$ cat config.mk
export PLATFORM = sky130hd
export DESIGN_NAME = jrac_coder
export DESIGN_NICKNAME = d
export VERILOG_FILES = /design/src/rtl/jrac_pkg.sv /design/src/rtl/jrac_category.sv /design/src/rtl/jrac_symbol.sv /design/src/rtl/jrac_ampbits.sv /design/src/rtl/jrac_merge.sv /design/src/rtl/jrac_coder.sv
export SDC_FILE = /design/constraint.sdc
export NUM_CORES = 1
export LEC_CHECK = 0
export BUFFER_PORTS_ARGS = -buffer_cell sky130_fd_sc_hd__clkbuf_2
export CAP_MARGIN = 20
export CORE_ASPECT_RATIO = 1.5
export CORE_MARGIN = 4
export CORE_UTILIZATION = 40
export DETAILED_ROUTE_END_ITERATION = 16
export GPL_TIMING_DRIVEN = 1
export PLACE_DENSITY = 0.72
export SLEW_MARGIN = 20
export SYNTH_ARGS = -nofsm -noshare
export SYNTH_HDL_FRONTEND = slang
export SYNTH_SLANG_ARGS = --single-unit
$ cat constraint.sdc
create_clock -name clk -period 7.1 [get_ports clk]
set_input_delay 0.71 -clock clk [delete_from_list [all_inputs] [get_ports clk]]
set_output_delay 0.71 -clock clk [all_outputs]
set_load 0.01 [all_outputs]
$ cat src/rtl/jrac_pkg.sv
package jrac_pkg;

    // Output register occupancy
    typedef enum logic {
        ST_EMPTY = 1'b0,
        ST_FULL  = 1'b1
    } jrac_state_e;

    // Bit positions of the table index
    localparam int SEL_AC_BIT     = 0;
    localparam int SEL_CHROMA_BIT = 1;
    localparam int SEL_W          = 2;

endpackage

$ cat src/rtl/jrac_category.sv
module jrac_category #(
    parameter int AMP_W = 12,
    parameter int CAT_W = $clog2(AMP_W + 1)
) (
    input  logic signed [AMP_W-1:0] amp,
    output logic        [AMP_W-1:0] mag,
    output logic        [CAT_W-1:0] cat
);

    always_comb begin
        if (amp[AMP_W-1]) begin
            mag = AMP_W'(-amp);
        end else begin
            mag = amp;
        end
    end

    // Position of the highest set bit, plus one
    always_comb begin
        cat = '0;
        for (int i = 0; i < AMP_W; i++) begin
            if (mag[i]) begin
                cat = CAT_W'(i + 1);
            end
        end
    end

endmodule

$ cat src/rtl/jrac_symbol.sv
module jrac_symbol #(
    parameter int RUN_W = 4,
    parameter int CAT_W = 4,
    parameter int SYM_W = RUN_W + CAT_W
) (
    input  logic [RUN_W-1:0] run,
    input  logic [CAT_W-1:0] cat,
    input  logic             eob,
    input  logic             dc,
    output logic [SYM_W-1:0] sym,
    output logic [CAT_W-1:0] eff_cat
);

    always_comb begin
        if (dc) begin
            sym     = SYM_W'(cat);
            eff_cat = cat;
        end else if (eob) begin
            sym     = '0;
            eff_cat = '0;
        end else begin
            sym     = {run, cat};
            eff_cat = cat;
        end
    end

endmodule

$ cat src/rtl/jrac_ampbits.sv
module jrac_ampbits #(
    parameter int AMP_W = 12,
    parameter int CAT_W = $clog2(AMP_W + 1),
    parameter int ABIT_W = AMP_W - 1
) (
    input  logic signed [AMP_W-1:0]  amp,
    input  logic        [CAT_W-1:0]  cat,
    output logic        [ABIT_W-1:0] bits
);

    logic [AMP_W-1:0] adj;

    // Negative values: subtract one, giving the inverted magnitude bits
    always_comb begin
        if (amp[AMP_W-1]) begin
            adj = amp - AMP_W'(1);
        end else begin
            adj = amp;
        end
    end

    generate
        for (genvar g = 0; g < ABIT_W; g++) begin : g_mask
            assign bits[g] = adj[g] & (CAT_W'(g) < cat);
        end
    endgenerate

endmodule

$ cat src/rtl/jrac_merge.sv
module jrac_merge #(
    parameter int CODE_W  = 16,
    parameter int ABIT_W  = 11,
    parameter int CAT_W   = 4,
    parameter int CLEN_W  = $clog2(CODE_W + 1),
    parameter int FIELD_W = CODE_W + ABIT_W,
    parameter int OLEN_W  = $clog2(FIELD_W + 1)
) (
    input  logic [CODE_W-1:0]  code,
    input  logic [CLEN_W-1:0]  code_len,
    input  logic [ABIT_W-1:0]  amp_bits,
    input  logic [CAT_W-1:0]   cat,
    output logic [FIELD_W-1:0] field,
    output logic [OLEN_W-1:0]  total_len
);

    localparam int SH_W = OLEN_W + 1;

    logic [CODE_W-1:0] code_m;
    logic [SH_W-1:0]   code_shift;
    logic [SH_W-1:0]   amp_shift;

    generate
        for (genvar g = 0; g < CODE_W; g++) begin : g_cmask
            assign code_m[g] = code[g] & (CLEN_W'(g) < code_len);
        end
    endgenerate

    always_comb begin
        total_len  = OLEN_W'(code_len) + OLEN_W'(cat);
        code_shift = SH_W'(FIELD_W) - SH_W'(code_len);
        amp_shift  = SH_W'(FIELD_W) - SH_W'(total_len);
        field      = (FIELD_W'(code_m) << code_shift)
                   | (FIELD_W'(amp_bits) << amp_shift);
    end

endmodule

$ cat src/rtl/jrac_coder.sv
module jrac_coder
    import jrac_pkg::*;
#(
    parameter int AMP_W  = 12,
    parameter int RUN_W  = 4,
    parameter int CODE_W = 16,
    parameter int CAT_W  = $clog2(AMP_W + 1),
    parameter int SYM_W  = RUN_W + CAT_W,
    parameter int CLEN_W = $clog2(CODE_W + 1),
    parameter int FIELD_W = CODE_W + AMP_W - 1,
    parameter int OLEN_W = $clog2(FIELD_W + 1)
) (
    input  logic                    clk,
    input  logic                    rst_n,
    input  logic                    in_valid,
    output logic                    in_ready,
    input  logic [RUN_W-1:0]        in_run,
    input  logic signed [AMP_W-1:0] in_amp,
    input  logic                    in_eob,
    input  logic                    in_dc,
    input  logic                    in_chroma,
    output logic [SEL_W-1:0]        tbl_sel,
    output logic [SYM_W-1:0]        tbl_sym,
    input  logic [CODE_W-1:0]       tbl_code,
    input  logic [CLEN_W-1:0]       tbl_len,
    output logic                    out_valid,
    input  logic                    out_ready,
    output logic [FIELD_W-1:0]      out_bits,
    output logic [OLEN_W-1:0]       out_len
);

    localparam int ABIT_W = AMP_W - 1;

    jrac_state_e state_q, state_d;

    logic [AMP_W-1:0]   mag;
    logic [CAT_W-1:0]   cat;
    logic [CAT_W-1:0]   eff_cat;
    logic [ABIT_W-1:0]  amp_bits;
    logic [FIELD_W-1:0] field;
    logic [OLEN_W-1:0]  total_len;
    logic               accept;
    logic [FIELD_W-1:0] bits_q;
    logic [OLEN_W-1:0]  len_q;

    jrac_category #(.AMP_W(AMP_W), .CAT_W(CAT_W)) u_cat (
        .amp (in_amp),
        .mag (mag),
        .cat (cat)
    );

    jrac_symbol #(.RUN_W(RUN_W), .CAT_W(CAT_W), .SYM_W(SYM_W)) u_sym (
        .run     (in_run),
        .cat     (cat),
        .eob     (in_eob),
        .dc      (in_dc),
        .sym     (tbl_sym),
        .eff_cat (eff_cat)
    );

    jrac_ampbits #(.AMP_W(AMP_W), .CAT_W(CAT_W), .ABIT_W(ABIT_W)) u_amp (
        .amp  (in_amp),
        .cat  (eff_cat),
        .bits (amp_bits)
    );

    jrac_merge #(
        .CODE_W (CODE_W),
        .ABIT_W (ABIT_W),
        .CAT_W  (CAT_W),
        .CLEN_W (CLEN_W),
        .FIELD_W(FIELD_W),
        .OLEN_W (OLEN_W)
    ) u_merge (
        .code      (tbl_code),
        .code_len  (tbl_len),
        .amp_bits  (amp_bits),
        .cat       (eff_cat),
        .field     (field),
        .total_len (total_len)
    );

    always_comb begin
        tbl_sel                 = '0;
        tbl_sel[SEL_AC_BIT]     = ~in_dc;
        tbl_sel[SEL_CHROMA_BIT] = in_chroma;
    end

    assign in_ready = (state_q == ST_EMPTY) | out_ready;
    assign accept   = in_valid & in_ready;

    // Next-state decision
    always_comb begin
        state_d = state_q;
        unique case (state_q)
            ST_EMPTY: if (accept) state_d = ST_FULL;             // FILL / IDLE
            ST_FULL:  if (out_ready && !accept) state_d = ST_EMPTY; // DRAIN / STALL / REFILL
            default:  state_d = ST_EMPTY;
        endcase
    end

    // State register
    always_ff @(posedge clk or negedge rst_n) begin
        if (!rst_n) begin
            state_q <= ST_EMPTY;
        end else begin
            state_q <= state_d;
        end
    end

    // Output data register
    always_ff @(posedge clk or negedge rst_n) begin
        if (!rst_n) begin
            bits_q <= '0;
            len_q  <= '0;
        end else if (accept) begin
            bits_q <= field;
            len_q  <= total_len;
        end
    end

    assign out_valid = (state_q == ST_FULL);
    assign out_bits  = bits_q;
    assign out_len   = len_q;

    assert_hold_R7: assert property (@(posedge clk) disable iff (!rst_n)
        out_valid && !out_ready |=> out_valid && $stable(out_bits) && $stable(out_len));

    assert_fill_R1: assert property (@(posedge clk) disable iff (!rst_n)
        in_valid && in_ready |=> out_valid);

    assert_drain_R8: assert property (@(posedge clk) disable iff (!rst_n)
        !in_valid && (!out_valid || out_ready) |=> !out_valid);

    assert_category_R2: assert property (@(posedge clk) disable iff (!rst_n)
        in_valid && cat != '0 |-> (mag >> (cat - 1'b1)) == AMP_W'(1));

endmodule

# Yosys cells after proc, flatten, opt, wreduce, memory -nomap -nowiden
# Index checks and enable logic that the tools add are counted.
# totals
reg_bits,33
out_inout_bits,44
# op_classes
n_addsub,5
n_lt_le_gt_ge,27
n_shift,2
muxes,21
bitwise_logic,32
n_reduce_logical,2
# ops
cell,n
4-bit by 5-bit less-than comparator with 1-bit output (first input constant),8
1-bit AND,28
4-bit 2-to-1 mux,7
27-bit OR,1
11-bit by 6-bit left shift with 27-bit output,1
16-bit by 6-bit left shift with 27-bit output,1
3-bit by 5-bit less-than comparator with 1-bit output (first input constant),4
3-bit by 4-bit less-than comparator with 1-bit output (first input constant),4
8-bit 2-to-1 mux,2
4-bit less-than comparator (first input constant),3
12-bit 2-to-1 mux,1
3-bit 2-to-1 mux,4
12-bit negation,1
5-bit by 5-bit subtractor with 6-bit output (first input constant),2
11-bit 2-to-1 mux,1
11-bit by 2-bit subtractor with 11-bit output (second input constant),1
1-bit by 5-bit less-than comparator with 1-bit output (first input constant),2
2-bit by 5-bit less-than comparator with 1-bit output (first input constant),2
1-bit by 4-bit less-than comparator with 1-bit output (first input constant),2
2-bit by 4-bit less-than comparator with 1-bit output (first input constant),2
5-bit by 4-bit adder with 5-bit output,1
2-bit 2-to-1 mux,2
1-bit 2-to-1 mux,3
1-bit inverter,2
4 further kinds,4

# Depth between registers and ports, before layout
# Gate-level depths: netlist (run 1).
# depth
ltp_word,20
ltp_mapped,24

# Modules after synthesis
# From an unflattened synthesis (run 1), not the netlist that was laid out.
# hier_totals
hier_cells,539
hier_area_um2,4606.9
# by_module_without_submodules
module,n_inst,cells_each,area_each_um2
jrac_merge,1,320,2243.4
jrac_coder,1,73,1402.6
jrac_category,1,78,526.8
jrac_ampbits,1,54,334.1
jrac_symbol,1,14,100.1

# Least setup slack after synthesis (run 1)
# No wires, ideal clock.
# synth_path
kind,input port to flip-flop
startpoint,input port in_amp[1]
endpoint,"register bits_q[25], in the netlist out_bits[25]"
setup_time_ps,65
arrival_time_ps,5670
required_time_ps,7035
setup_slack_ps,1364
stages,23
path_cell_list,buf_6 inv_1 ha_1 or4b_1 buf_2 nor2_1 o21bai_1 a32oi_1 nor2_1 nor3b_2 nor2_1 ha_1 fa_1 xnor2_1 inv_1 clkbuf_1 clkbuf_1 ha_1 xnor2_1 clkbuf_1 o21ai_0 a221oi_2 o22a_1
# synth_via
elab_chain_len,19
elab_cells_between_ends,43
classes_between,add/sub: 4; order compare: 11; shift: 1; mux: 15; bitwise: 12
# synth_lines
item,line_no,source
from (decl),jrac_coder.sv:18,"input logic signed [AMP_W-1:0] in_amp,"
12-bit negation,jrac_category.sv:12,mag = AMP_W'(-amp);
12-bit 2-to-1 mux *,jrac_category.sv:11,if (amp[AMP_W-1]) begin
2-bit 2-to-1 mux (2 in a row),jrac_category.sv:22,if (mag[i]) begin
3-bit 2-to-1 mux (4 in a row),jrac_category.sv:22,
4-bit 2-to-1 mux (4 in a row),jrac_category.sv:22,
4-bit 2-to-1 mux *,jrac_category.sv:22,
4-bit 2-to-1 mux,jrac_symbol.sv:18,end else if (eob) begin
4-bit 2-to-1 mux *,jrac_symbol.sv:15,if (dc) begin
5-bit by 4-bit adder with 5-bit output *,jrac_merge.sv:30,total_len = OLEN_W'(code_len) + OLEN_W'(cat);
net total_len[2],jrac_coder.sv:41,logic [OLEN_W-1:0] total_len;
5-bit by 5-bit subtractor with 6-bit output *,jrac_merge.sv:32,amp_shift = SH_W'(FIELD_W) - SH_W'(total_len);
11-bit by 6-bit left shift with 27-bit output *,jrac_merge.sv:34,| (FIELD_W'(amp_bits) << amp_shift);
27-bit OR *,jrac_merge.sv:34,
to (signal assigned),jrac_coder.sv:117,bits_q <= field;
to (decl),jrac_coder.sv:43,logic [FIELD_W-1:0] bits_q;
# The timed path passes the listed nets; every way through them passes the cells marked *.
# A chain may end at the register's enable or synchronous reset.

# Worst setup path after layout (run 1)
# layout_path
startpoint,input port in_amp[0]
endpoint,"register bits_q[14], in the netlist out_bits[14]"
# layout_via
elab_chain_len,20
elab_cells_between_ends,44
classes_between,add/sub: 4; order compare: 11; shift: 1; mux: 16; bitwise: 12
# layout_lines
item,line_no
12-bit negation,jrac_category.sv:12
12-bit 2-to-1 mux,jrac_category.sv:11
1-bit 2-to-1 mux,jrac_category.sv:22
2-bit 2-to-1 mux (2 in a row),jrac_category.sv:22
3-bit 2-to-1 mux (4 in a row),jrac_category.sv:22
4-bit 2-to-1 mux (5 in a row),jrac_category.sv:22
4-bit 2-to-1 mux,jrac_symbol.sv:18
4-bit 2-to-1 mux,jrac_symbol.sv:15
"5-bit by 4-bit adder with 5-bit output, or another cell as far along",jrac_merge.sv:30
5-bit by 5-bit subtractor with 6-bit output or 1-bit AND (tied branches),"jrac_merge.sv:32, jrac_ampbits.sv:24"
11-bit by 6-bit left shift with 27-bit output *,jrac_merge.sv:34
27-bit OR *,jrac_merge.sv:34
# Every way passes the cells marked *; elsewhere a longest branch is shown, timed or not.

==> tab_implementation.tex, run 1 <==
\begin{tabular}{lr}
\hline
Metric & Value \\
\hline
\multicolumn{2}{l}{\textbf{Critical path}} \\
\quad Crit path kind & in -> reg \\
\quad Endpoint kind of the worst setup timing path & flip-flop \\
\quad Critical path data required time & 7.30 ns \\
\quad Kind of start point of the critical path & input port \\
\quad CP Data Arrival Time & 6.00 ns \\
\quad Crit path max fanout & 20 \\
\multicolumn{2}{l}{\textbf{Logic synthesis}} \\
\quad Async set or reset register ratio after synthesis & 100\% \\
\quad Xor and xnor area share after synthesis & 3.82\% \\
\quad Area share of fa/ha/maj cells after synthesis & 2.47\% \\
\quad Number of instances in the synthesized netlist & 597 \\
\quad Netlist Area Pre-Place & 4350 um\^{}2 \\
\quad Portion of netlist area occupied by mux cells & 7.94\% \\
\quad Number of enable-type register cells in the synthesized netlist & 0 \\
\quad Count of yosys warnings during synthesis & 0 \\
\quad Area share of the leading cell type in the synthesized netlist & 19.0\% \\
\quad Most numerous cell types in the synthesized netlist & sky130\_fd\_sc\_hd\_\_nand2\_1, sky130\_fd\_sc\_hd\_\_nor2\_1, sky130\_fd\_sc\_hd\_\_o21ai\_0 \\
\quad Primary FF master, synth & sky130\_fd\_sc\_hd\_\_dfrtp\_1 \\
\quad Number of distinct standard cells referenced by the synthesized netlist & 86 \\
\quad Simple-gate portion of the synthesized area & 27.2\% \\
\quad Compound-cell area share of the yosys netlist & 33.4\% \\
\quad Synthesized Nets & 649 \\
\quad Number of flip-flops and latches in the synthesized netlist & 33 \\
\quad Yosys top cell by area & sky130\_fd\_sc\_hd\_\_dfrtp\_1 \\
\quad Syn avg cell area & 7.29 um\^{}2 \\
\quad Most common cell in the netlist & sky130\_fd\_sc\_hd\_\_nand2\_1 \\
\quad Ranking of synthesized cells by area & sky130\_fd\_sc\_hd\_\_dfrtp\_1, sky130\_fd\_sc\_hd\_\_nand2\_1, sky130\_fd\_sc\_hd\_\_nor2\_1, sky130\_fd\_sc\_hd\_\_mux2i\_1, sky130\_fd\_sc\_hd\_\_o21ai\_0 \\
\quad Part of the Yosys area used for sequential elements & 19.0\% \\
\quad Main combinational cell family by area after synthesis & compound AO/OA/AOI/OAI gates \\
\multicolumn{2}{l}{\textbf{GRT}} \\
\quad Number of antenna violations at the first check in global routing & 0 \\
\quad Via count of the first global-routing pass & 4,781 \\
\quad Overflow after GRT & 0 \\
\quad Largest net degree at the start of global routing & 39 \\
\quad Global-route total usage across every layer & 23.8\% \\
\quad First-pass GRT wire length & 24.3 mm \\
\multicolumn{2}{l}{\textbf{Pwr}} \\
\quad Power density relative to cell area & 235 nW/um\^{}2 \\
\quad Final total power & 1.16 mW \\
\quad Pleak & 2.09 nW \\
\quad Worst IR Drop VDD & 0.111 mV \\
\multicolumn{2}{l}{\textbf{Clocking}} \\
\quad CTS H-tree depth & 2 \\
\quad Post-CTS Resized & 0 \\
\quad CTS Root Cell & sky130\_fd\_sc\_hd\_\_clkbuf\_16 \\
\quad Clock buffer depth & 2 \\
\quad Setup bufs post-CTS & 0 \\
\quad Number of clock sinks & 33 \\
\quad TritonCTS clock tree & built \\
\quad Number of hold buffers added after cts & 0 \\
\quad Number of buffers added by the clock tree synthesis step & 5 \\
\quad Clock transition at the registers of the reported paths & 0.05 ns \\
\quad Clk Latency, worst-skew pair & 0.27 ns \\
\multicolumn{2}{l}{\textbf{Detailed routing}} \\
\quad Pre-Repair DR Iteration Count & 8 \\
\quad Detailed Route Iter0 Violations & 329 \\
\quad Vias per cell & 6.24 \\
\quad Count of unresolved DRC violations after routing & 0 \\
\quad Via count & 4,952 \\
\quad Post-route antenna net violation count & 0 \\
\quad Routed WL per cell & 19.2 um \\
\quad Overall routed net length & 15.3 mm \\
\multicolumn{2}{l}{\textbf{Floorplanning}} \\
\quad Total number of placement rows & 46 \\
\quad Starting density of the core & 41.1\% \\
\quad Top-Level Pins & 88 \\
\quad Vertical die dimension & 136 um \\
\quad Placeable core area & 10,600 um\^{}2 \\
\quad Die X & 93.2 um \\
\quad DIE AREA & 12,600 um\^{}2 \\
\multicolumn{2}{l}{\textbf{STA}} \\
\quad Slew @ Worst Pin & 0.852 ns \\
\quad Unrepaired setup endpoints after global routing & no \\
\quad Fin. Hold Viols & 0 \\
\quad Relative slew margins & 43.2\% \\
\quad Worst-case clock skew & 0.00207 ns \\
\quad Summed negative setup slack over all endpoints & 0 ns \\
\quad Max-slew violation total from the final report & 0 \\
\quad Period utilisation layout & 81.7\% \\
\quad Least setup slack across all paths after layout & 1.30 ns \\
\quad Minimum clock period after layout & 5.80 ns \\
\quad Final setup fails & 0 \\
\quad Fmax & 172 MHz \\
\multicolumn{2}{l}{\textbf{Cells and area}} \\
\quad Finished Core Util & 46.7\% \\
\quad Footprint of the flip-flops and latches & 826 um\^{}2 \\
\quad Area grow syn2layout & 13.7\% \\
\quad Area used by multi-input combinational logic & 3260 um\^{}2 \\
\quad Number of fillers in the final layout & 1,135 \\
\quad Net count reported at finish & 700 \\
\quad Proportion of layout cells with a drive suffix above 1 & 20.8\% \\
\quad \# diodes & 0 \\
\multicolumn{2}{l}{\textbf{Status}} \\
\quad Status & finished clean \\
\multicolumn{2}{l}{\textbf{Placed design}} \\
\quad GPL Wtd Cong & 0.955 \\
\quad Port Buf Inserts & 85 \\
\quad Dpl ws & 1.11 ns \\
\quad DP Wirelength & 12.0 mm \\
\multicolumn{2}{l}{\textbf{Job}} \\
\quad Reported max-cap violation count & 0 \\
\multicolumn{2}{l}{\textbf{Worst hold path}} \\
\quad Hold WC Path Type & reg -> reg \\
\hline
\end{tabular}
[worst max-delay path: stages]
cell and delay (ns):
sky130_fd_sc_hd__clkbuf_2 0.12, sky130_fd_sc_hd__inv_1 0.12, sky130_fd_sc_hd__ha_1 0.31, sky130_fd_sc_hd__or4b_1 0.63
sky130_fd_sc_hd__nor2_1 0.23, sky130_fd_sc_hd__o21bai_1 0.10, sky130_fd_sc_hd__a32oi_1 0.21, sky130_fd_sc_hd__nor2_1 0.11
sky130_fd_sc_hd__nor3b_2 0.44, sky130_fd_sc_hd__nor2_1 0.12, sky130_fd_sc_hd__ha_1 0.24, sky130_fd_sc_hd__fa_1 0.40
sky130_fd_sc_hd__xnor2_1 0.15, sky130_fd_sc_hd__buf_4 0.20, sky130_fd_sc_hd__inv_1 0.05, sky130_fd_sc_hd__buf_4 0.20
sky130_fd_sc_hd__ha_1 0.58, sky130_fd_sc_hd__nand2_1 0.16, sky130_fd_sc_hd__or2_2 0.40, sky130_fd_sc_hd__o32ai_1 0.32
sky130_fd_sc_hd__mux2i_1 0.12, sky130_fd_sc_hd__o21ai_0 0.08
[final cells by class]
class	instances	share of cell area, %
multi-input cells	505	65.8
flip-flops and latches	33	16.7
repair buffers	90	9.36
well taps	144	3.64
clock buffers	7	2.88
inverters	13	0.986
clock inverters	1	0.607
[layout by cell type (no fill, tap or decap), types with 7 or more instances in the layout]
master,count
sky130_fd_sc_hd__nand3_1,15
sky130_fd_sc_hd__o22ai_1,11
sky130_fd_sc_hd__mux2i_1,21
sky130_fd_sc_hd__clkbuf_2,85
sky130_fd_sc_hd__o21ai_0,42
sky130_fd_sc_hd__xor2_1,8
sky130_fd_sc_hd__ha_1,7
sky130_fd_sc_hd__or3_1,8
sky130_fd_sc_hd__mux2_2,12
sky130_fd_sc_hd__a211oi_1,10
sky130_fd_sc_hd__dfrtp_1,33
sky130_fd_sc_hd__nor3_1,12
sky130_fd_sc_hd__a21oi_1,40
sky130_fd_sc_hd__a21o_1,7
sky130_fd_sc_hd__and2_1,8
sky130_fd_sc_hd__inv_1,11
sky130_fd_sc_hd__nand2_1,80
sky130_fd_sc_hd__nand2b_1,11
sky130_fd_sc_hd__a31oi_1,13
sky130_fd_sc_hd__nor2_1,66
sky130_fd_sc_hd__xnor2_1,11
[kinds of logic (layout without fill, tap and decap cells)]
logic type                 after synthesis  after routing
AOI/OAI and AO/OA                      203            203
xor gates and xnor gates                19             19
adders and majority gates                8              8
buffers and inverters                   59            111
DFF                                     33             33
muxes                                   33             33
and+or+nand+nor                        242            242
[metrics by stage]
step | area [um^2] | hold slack (ns) | std cells
3_3_place_gp | 4780 | 0.464 | 785
3_5_place_dp | 4780 | 0.476 | 785
6_report | 4950 | 0.483 | 793
2_1_floorplan | 4350 | 0.414 | 597
5_1_grt | 4950 | 0.505 | 793
4_1_cts | 4950 | 0.488 | 793
[state kept, by name, indices dropped and copies added (netlist names)]
signal,count
out_len,5
out_bits,27
out_valid,1
[power breakdown]
group | leakage (nW) | internal, mW | switching [mW] | total [mW]
sequential | 0.408 | 0.244 | 0.0407 | 0.285
combinational | 1.60 | 0.229 | 0.396 | 0.625
clock | 0.0841 | 0.175 | 0.0779 | 0.253
[layer usage]
layer / share of wire, % / vias to the layer above / GRT usage [%]
li1: - / 2338 / -
met1: 35 / 2320 / 25.0
met2: 53 / 230 / 44.7
met3: 5.5 / 64 / 2.50
met4: 6.2 / 0 / 14.3
met5: 0 / - / 0
[worst paths after layout]
kind	start	end	slack, ns	cells past startpoint
hold / removal	out_len[0]$_DFFE_PN0P_	out_len[0]$_DFFE_PN0P_	0.48	2
setup / recovery	in_amp[0]	out_bits[14]$_DFFE_PN0P_	1.30	22
min in group asynchronous	rst_n	out_valid$_DFF_PN0_	0.53	1
setup reg to reg	out_valid$_DFF_PN0_	out_bits[19]$_DFFE_PN0P_	5.20	8
max in group asynchronous	rst_n	out_bits[20]$_DFFE_PN0P_	6.03	1
hold reg to reg	out_len[0]$_DFFE_PN0P_	out_len[0]$_DFFE_PN0P_	0.48	2
No activity file was read; power rests on OpenSTA's default activity.
==> run 2, diff against run 1 <==
clock period = 5.5 ns   (was 7.1 ns; I/O delays follow)
==> run 2 against run 1 <==
Against the previous run:
- via count is 1.9% higher
- register-to-register slack worse by 1.6 ns
- critical path depth down 4
- non-clock buffer count is 7 higher
- first-iteration DRC count grew 27%
- critical path type unchanged
- largest cell class unchanged
- largest power group unchanged
==> tab_implementation.tex, run 2 (synthesized netlist as in run 1, its figures left out) <==
\begin{tabular}{lr}
\hline
Metric & Value \\
\hline
\multicolumn{2}{l}{\textbf{Status}} \\
\quad Status & finished clean \\
\multicolumn{2}{l}{\textbf{Placed design}} \\
\quad DP Wirelength & 12.2 mm (+1.7\%) \\
\quad Dpl ws & 0.314 ns (-0.792 ns) \\
\quad GPL Wtd Cong & 0.995 (+4.1\%) \\
\quad Port Buf Inserts & 85 (unchanged) \\
\multicolumn{2}{l}{\textbf{GRT}} \\
\quad Largest net degree at the start of global routing & 37 (-5.1\%) \\
\quad Overflow after GRT & 0 (unchanged) \\
\quad Via count of the first global-routing pass & 4,782 (+0.021\%) \\
\quad First-pass GRT wire length & 23.8 mm (-2.3\%) \\
\quad Global-route total usage across every layer & 23.3\% (-0.45 points) \\
\quad Number of antenna violations at the first check in global routing & 0 (unchanged) \\
\multicolumn{2}{l}{\textbf{Cells and area}} \\
\quad Max FFs per register & 27 (unchanged) \\
\quad Net count reported at finish & 707 (+1.0\%) \\
\quad Finished Core Util & 47.3\% (+0.57 points) \\
\quad Proportion of layout cells with a drive suffix above 1 & 21.8\% (+1.0 points) \\
\quad Area grow syn2layout & 15.1\% \\
\quad Area used by multi-input combinational logic & 3270 um\^{}2 (+0.23\%) \\
\quad Footprint of the flip-flops and latches & 826 um\^{}2 (unchanged) \\
\quad Leading cell types in the layout, fill and taps excluded & sky130\_fd\_sc\_hd\_\_clkbuf\_2, sky130\_fd\_sc\_hd\_\_nand2\_1, sky130\_fd\_sc\_hd\_\_nor2\_1 \\
\quad \# diodes & 0 (unchanged) \\
\quad Most common cell after layout, fill and taps aside & sky130\_fd\_sc\_hd\_\_clkbuf\_2 \\
\quad Number of fillers in the final layout & 1,134 (-0.088\%) \\
\multicolumn{2}{l}{\textbf{Job}} \\
\quad Reported max-cap violation count & 0 (unchanged) \\
\multicolumn{2}{l}{\textbf{STA}} \\
\quad Period utilisation layout & 91.8\% \\
\quad Hold WS & 0.370 ns (-0.113 ns) \\
\quad Final setup fails & 0 (unchanged) \\
\quad Slew @ Worst Pin & 0.848 ns (-0.00365 ns) \\
\quad Worst-case clock skew & 0.00274 ns (+0.000665 ns) \\
\quad Unrepaired setup endpoints after global routing & no \\
\quad Max-slew violation total from the final report & 0 (unchanged) \\
\quad Summed negative setup slack over all endpoints & 0 ns (unchanged) \\
\quad Fin. Hold Viols & 0 (unchanged) \\
\quad Relative slew margins & 43.5\% (+0.24 points) \\
\quad Least setup slack across all paths after layout & 0.449 ns (-0.849 ns) \\
\quad Minimum clock period after layout & 5.05 ns \\
\quad Fmax & 198 MHz \\
\multicolumn{2}{l}{\textbf{Clocking}} \\
\quad Clock buffer depth & 2 (unchanged) \\
\quad CTS H-tree depth & 2 (unchanged) \\
\quad TritonCTS clock tree & built \\
\quad Number of buffers added by the clock tree synthesis step & 5 (unchanged) \\
\quad Post-CTS Resized & 0 (unchanged) \\
\quad Number of hold buffers added after cts & 0 (unchanged) \\
\quad Number of clock sinks & 33 (unchanged) \\
\quad Clk Latency, worst-skew pair & 0.28 ns (about the same) \\
\quad Setup bufs post-CTS & 0 (unchanged) \\
\quad CTS Root Cell & sky130\_fd\_sc\_hd\_\_clkbuf\_16 \\
\quad Clock transition at the registers of the reported paths & 0.05 ns (about the same) \\
\multicolumn{2}{l}{\textbf{Floorplanning}} \\
\quad Top-Level Pins & 88 (unchanged) \\
\quad Placeable core area & 10,600 um\^{}2 (unchanged) \\
\quad Vertical die dimension & 136 um (unchanged) \\
\quad Total number of placement rows & 46 (unchanged) \\
\quad DIE AREA & 12,600 um\^{}2 (unchanged) \\
\quad Starting density of the core & 41.1\% (unchanged) \\
\quad Die X & 93.2 um (unchanged) \\
\multicolumn{2}{l}{\textbf{Pwr}} \\
\quad Power density relative to cell area & 303 nW/um\^{}2 (+29\%) \\
\quad Worst IR Drop VDD & 0.118 mV (+6.6\%) \\
\quad Pleak & 2.13 nW (+1.8\%) \\
\multicolumn{2}{l}{\textbf{Detailed routing}} \\
\quad Overall routed net length & 15.3 mm (+0.52\%) \\
\quad Pre-Repair DR Iteration Count & 5 (-3) \\
\quad Vias per cell & 6.31 (+1.0\%) \\
\quad Via count & 5,046 (+1.9\%) \\
\quad Count of unresolved DRC violations after routing & 0 (unchanged) \\
\quad Post-route antenna net violation count & 0 (unchanged) \\
\quad Detailed Route Iter0 Violations & 417 (+27\%) \\
\quad Routed WL per cell & 19.2 um (-0.36\%) \\
\multicolumn{2}{l}{\textbf{Critical path}} \\
\quad R2R Path Start & out\_valid\$\_DFF\_PN0\_ \\
\quad R2r setup slk & 3.63 ns (-1.57 ns) \\
\quad Count of cells along the worst register-to-register path & 8 (unchanged) \\
\quad Worst R2R End & out\_bits[19]\$\_DFFE\_PN0P\_ \\
\quad Kind of start point of the critical path & input port \\
\quad Critical path data required time & 5.68 ns (-1.62 ns) \\
\quad Crit path kind & in -> reg \\
\quad Endpoint kind of the worst setup timing path & flip-flop \\
\quad CP Data Arrival Time & 5.23 ns (-0.77 ns) \\
\quad Crit path max fanout & 17 (-15\%) \\
\multicolumn{2}{l}{\textbf{Worst hold path}} \\
\quad Hold WC Path Type & in -> async \\
\hline
\end{tabular}
-- run 2: cell count changes in the layout (fill, tap and decap cells not counted) --
cell                      before  now
sky130_fd_sc_hd__buf_4         5   12
sky130_fd_sc_hd__xnor2_2       0    1
sky130_fd_sc_hd__xnor2_1      11   10
-- run 2: per-layer routing --
layer,global-route usage [%],up-vias,share of wire (%)
met5,0,-,0
met4,15.0,0,6.9
met3,2.50,90,5.6
met2,43.5,277,53
met1,24.3,2338,35
li1,-,2341,-
-- run 2: worst max-delay path by stage --
| stage | startpoint | endpoint | slack [ns] | cells past startpoint |
|---|---|---|---|---|
| floorplan | in_amp[1] | out_bits[25]$_DFFE_PN0P_ | 0.07 | 23 |
| global placement | in_amp[0] | out_bits[11]$_DFFE_PN0P_ | 0.41 | 16 |
| detailed placement | in_amp[0] | out_bits[12]$_DFFE_PN0P_ | 0.31 | 16 |
| CTS | in_amp[0] | out_bits[14]$_DFFE_PN0P_ | 0.59 | 18 |
| global route | in_amp[0] | out_bits[14]$_DFFE_PN0P_ | 0.02 | 20 |
| finish | in_amp[0] | out_bits[11]$_DFFE_PN0P_ | 0.45 | 18 |
-- run 2: cell type report --
cell class	instances	area share [%]
well taps	144	3.60
flip-flops and latches	33	16.5
multi-input cells	505	65.2
clock buffers	7	2.85
repair buffers	97	10.3
inverters	13	0.974
clock inverters	1	0.600
-- run 2: critical path, stage by stage --
cell and delay, ns:
sky130_fd_sc_hd__clkbuf_2 0.12, sky130_fd_sc_hd__inv_1 0.12, sky130_fd_sc_hd__ha_1 0.32, sky130_fd_sc_hd__or4b_1 0.63, sky130_fd_sc_hd__nor2_1 0.21, sky130_fd_sc_hd__o21bai_1 0.10, sky130_fd_sc_hd__a32oi_1 0.19, sky130_fd_sc_hd__nor2_1 0.11
sky130_fd_sc_hd__nor3b_2 0.22, sky130_fd_sc_hd__nor2_1 0.08, sky130_fd_sc_hd__ha_1 0.53, sky130_fd_sc_hd__nor2_1 0.41, sky130_fd_sc_hd__nand2_1 0.14, sky130_fd_sc_hd__o32ai_2 0.44, sky130_fd_sc_hd__mux2i_1 0.28, sky130_fd_sc_hd__o41ai_1 0.52
sky130_fd_sc_hd__mux2i_1 0.15, sky130_fd_sc_hd__o31ai_1 0.09
-- run 2: metrics by stage --
step / instances / instance area, um^2 / power (mW)
after global placement: 792 / 4840 / 1.16
after CTS: 800 / 5010 / 1.50
after global routing: 800 / 5010 / 1.60
after floorplan: 597 / 4360 / 0.895
after detailed placement: 792 / 4840 / 1.17
final: 800 / 5010 / 1.52
-- run 2: where the power goes --
part	switching [mW]	internal, mW	leakage, nW
clock network	0.102	0.226	0.0841
registers	0.0496	0.316	0.408
logic	0.520	0.304	1.64
total	0.672	0.846	2.13
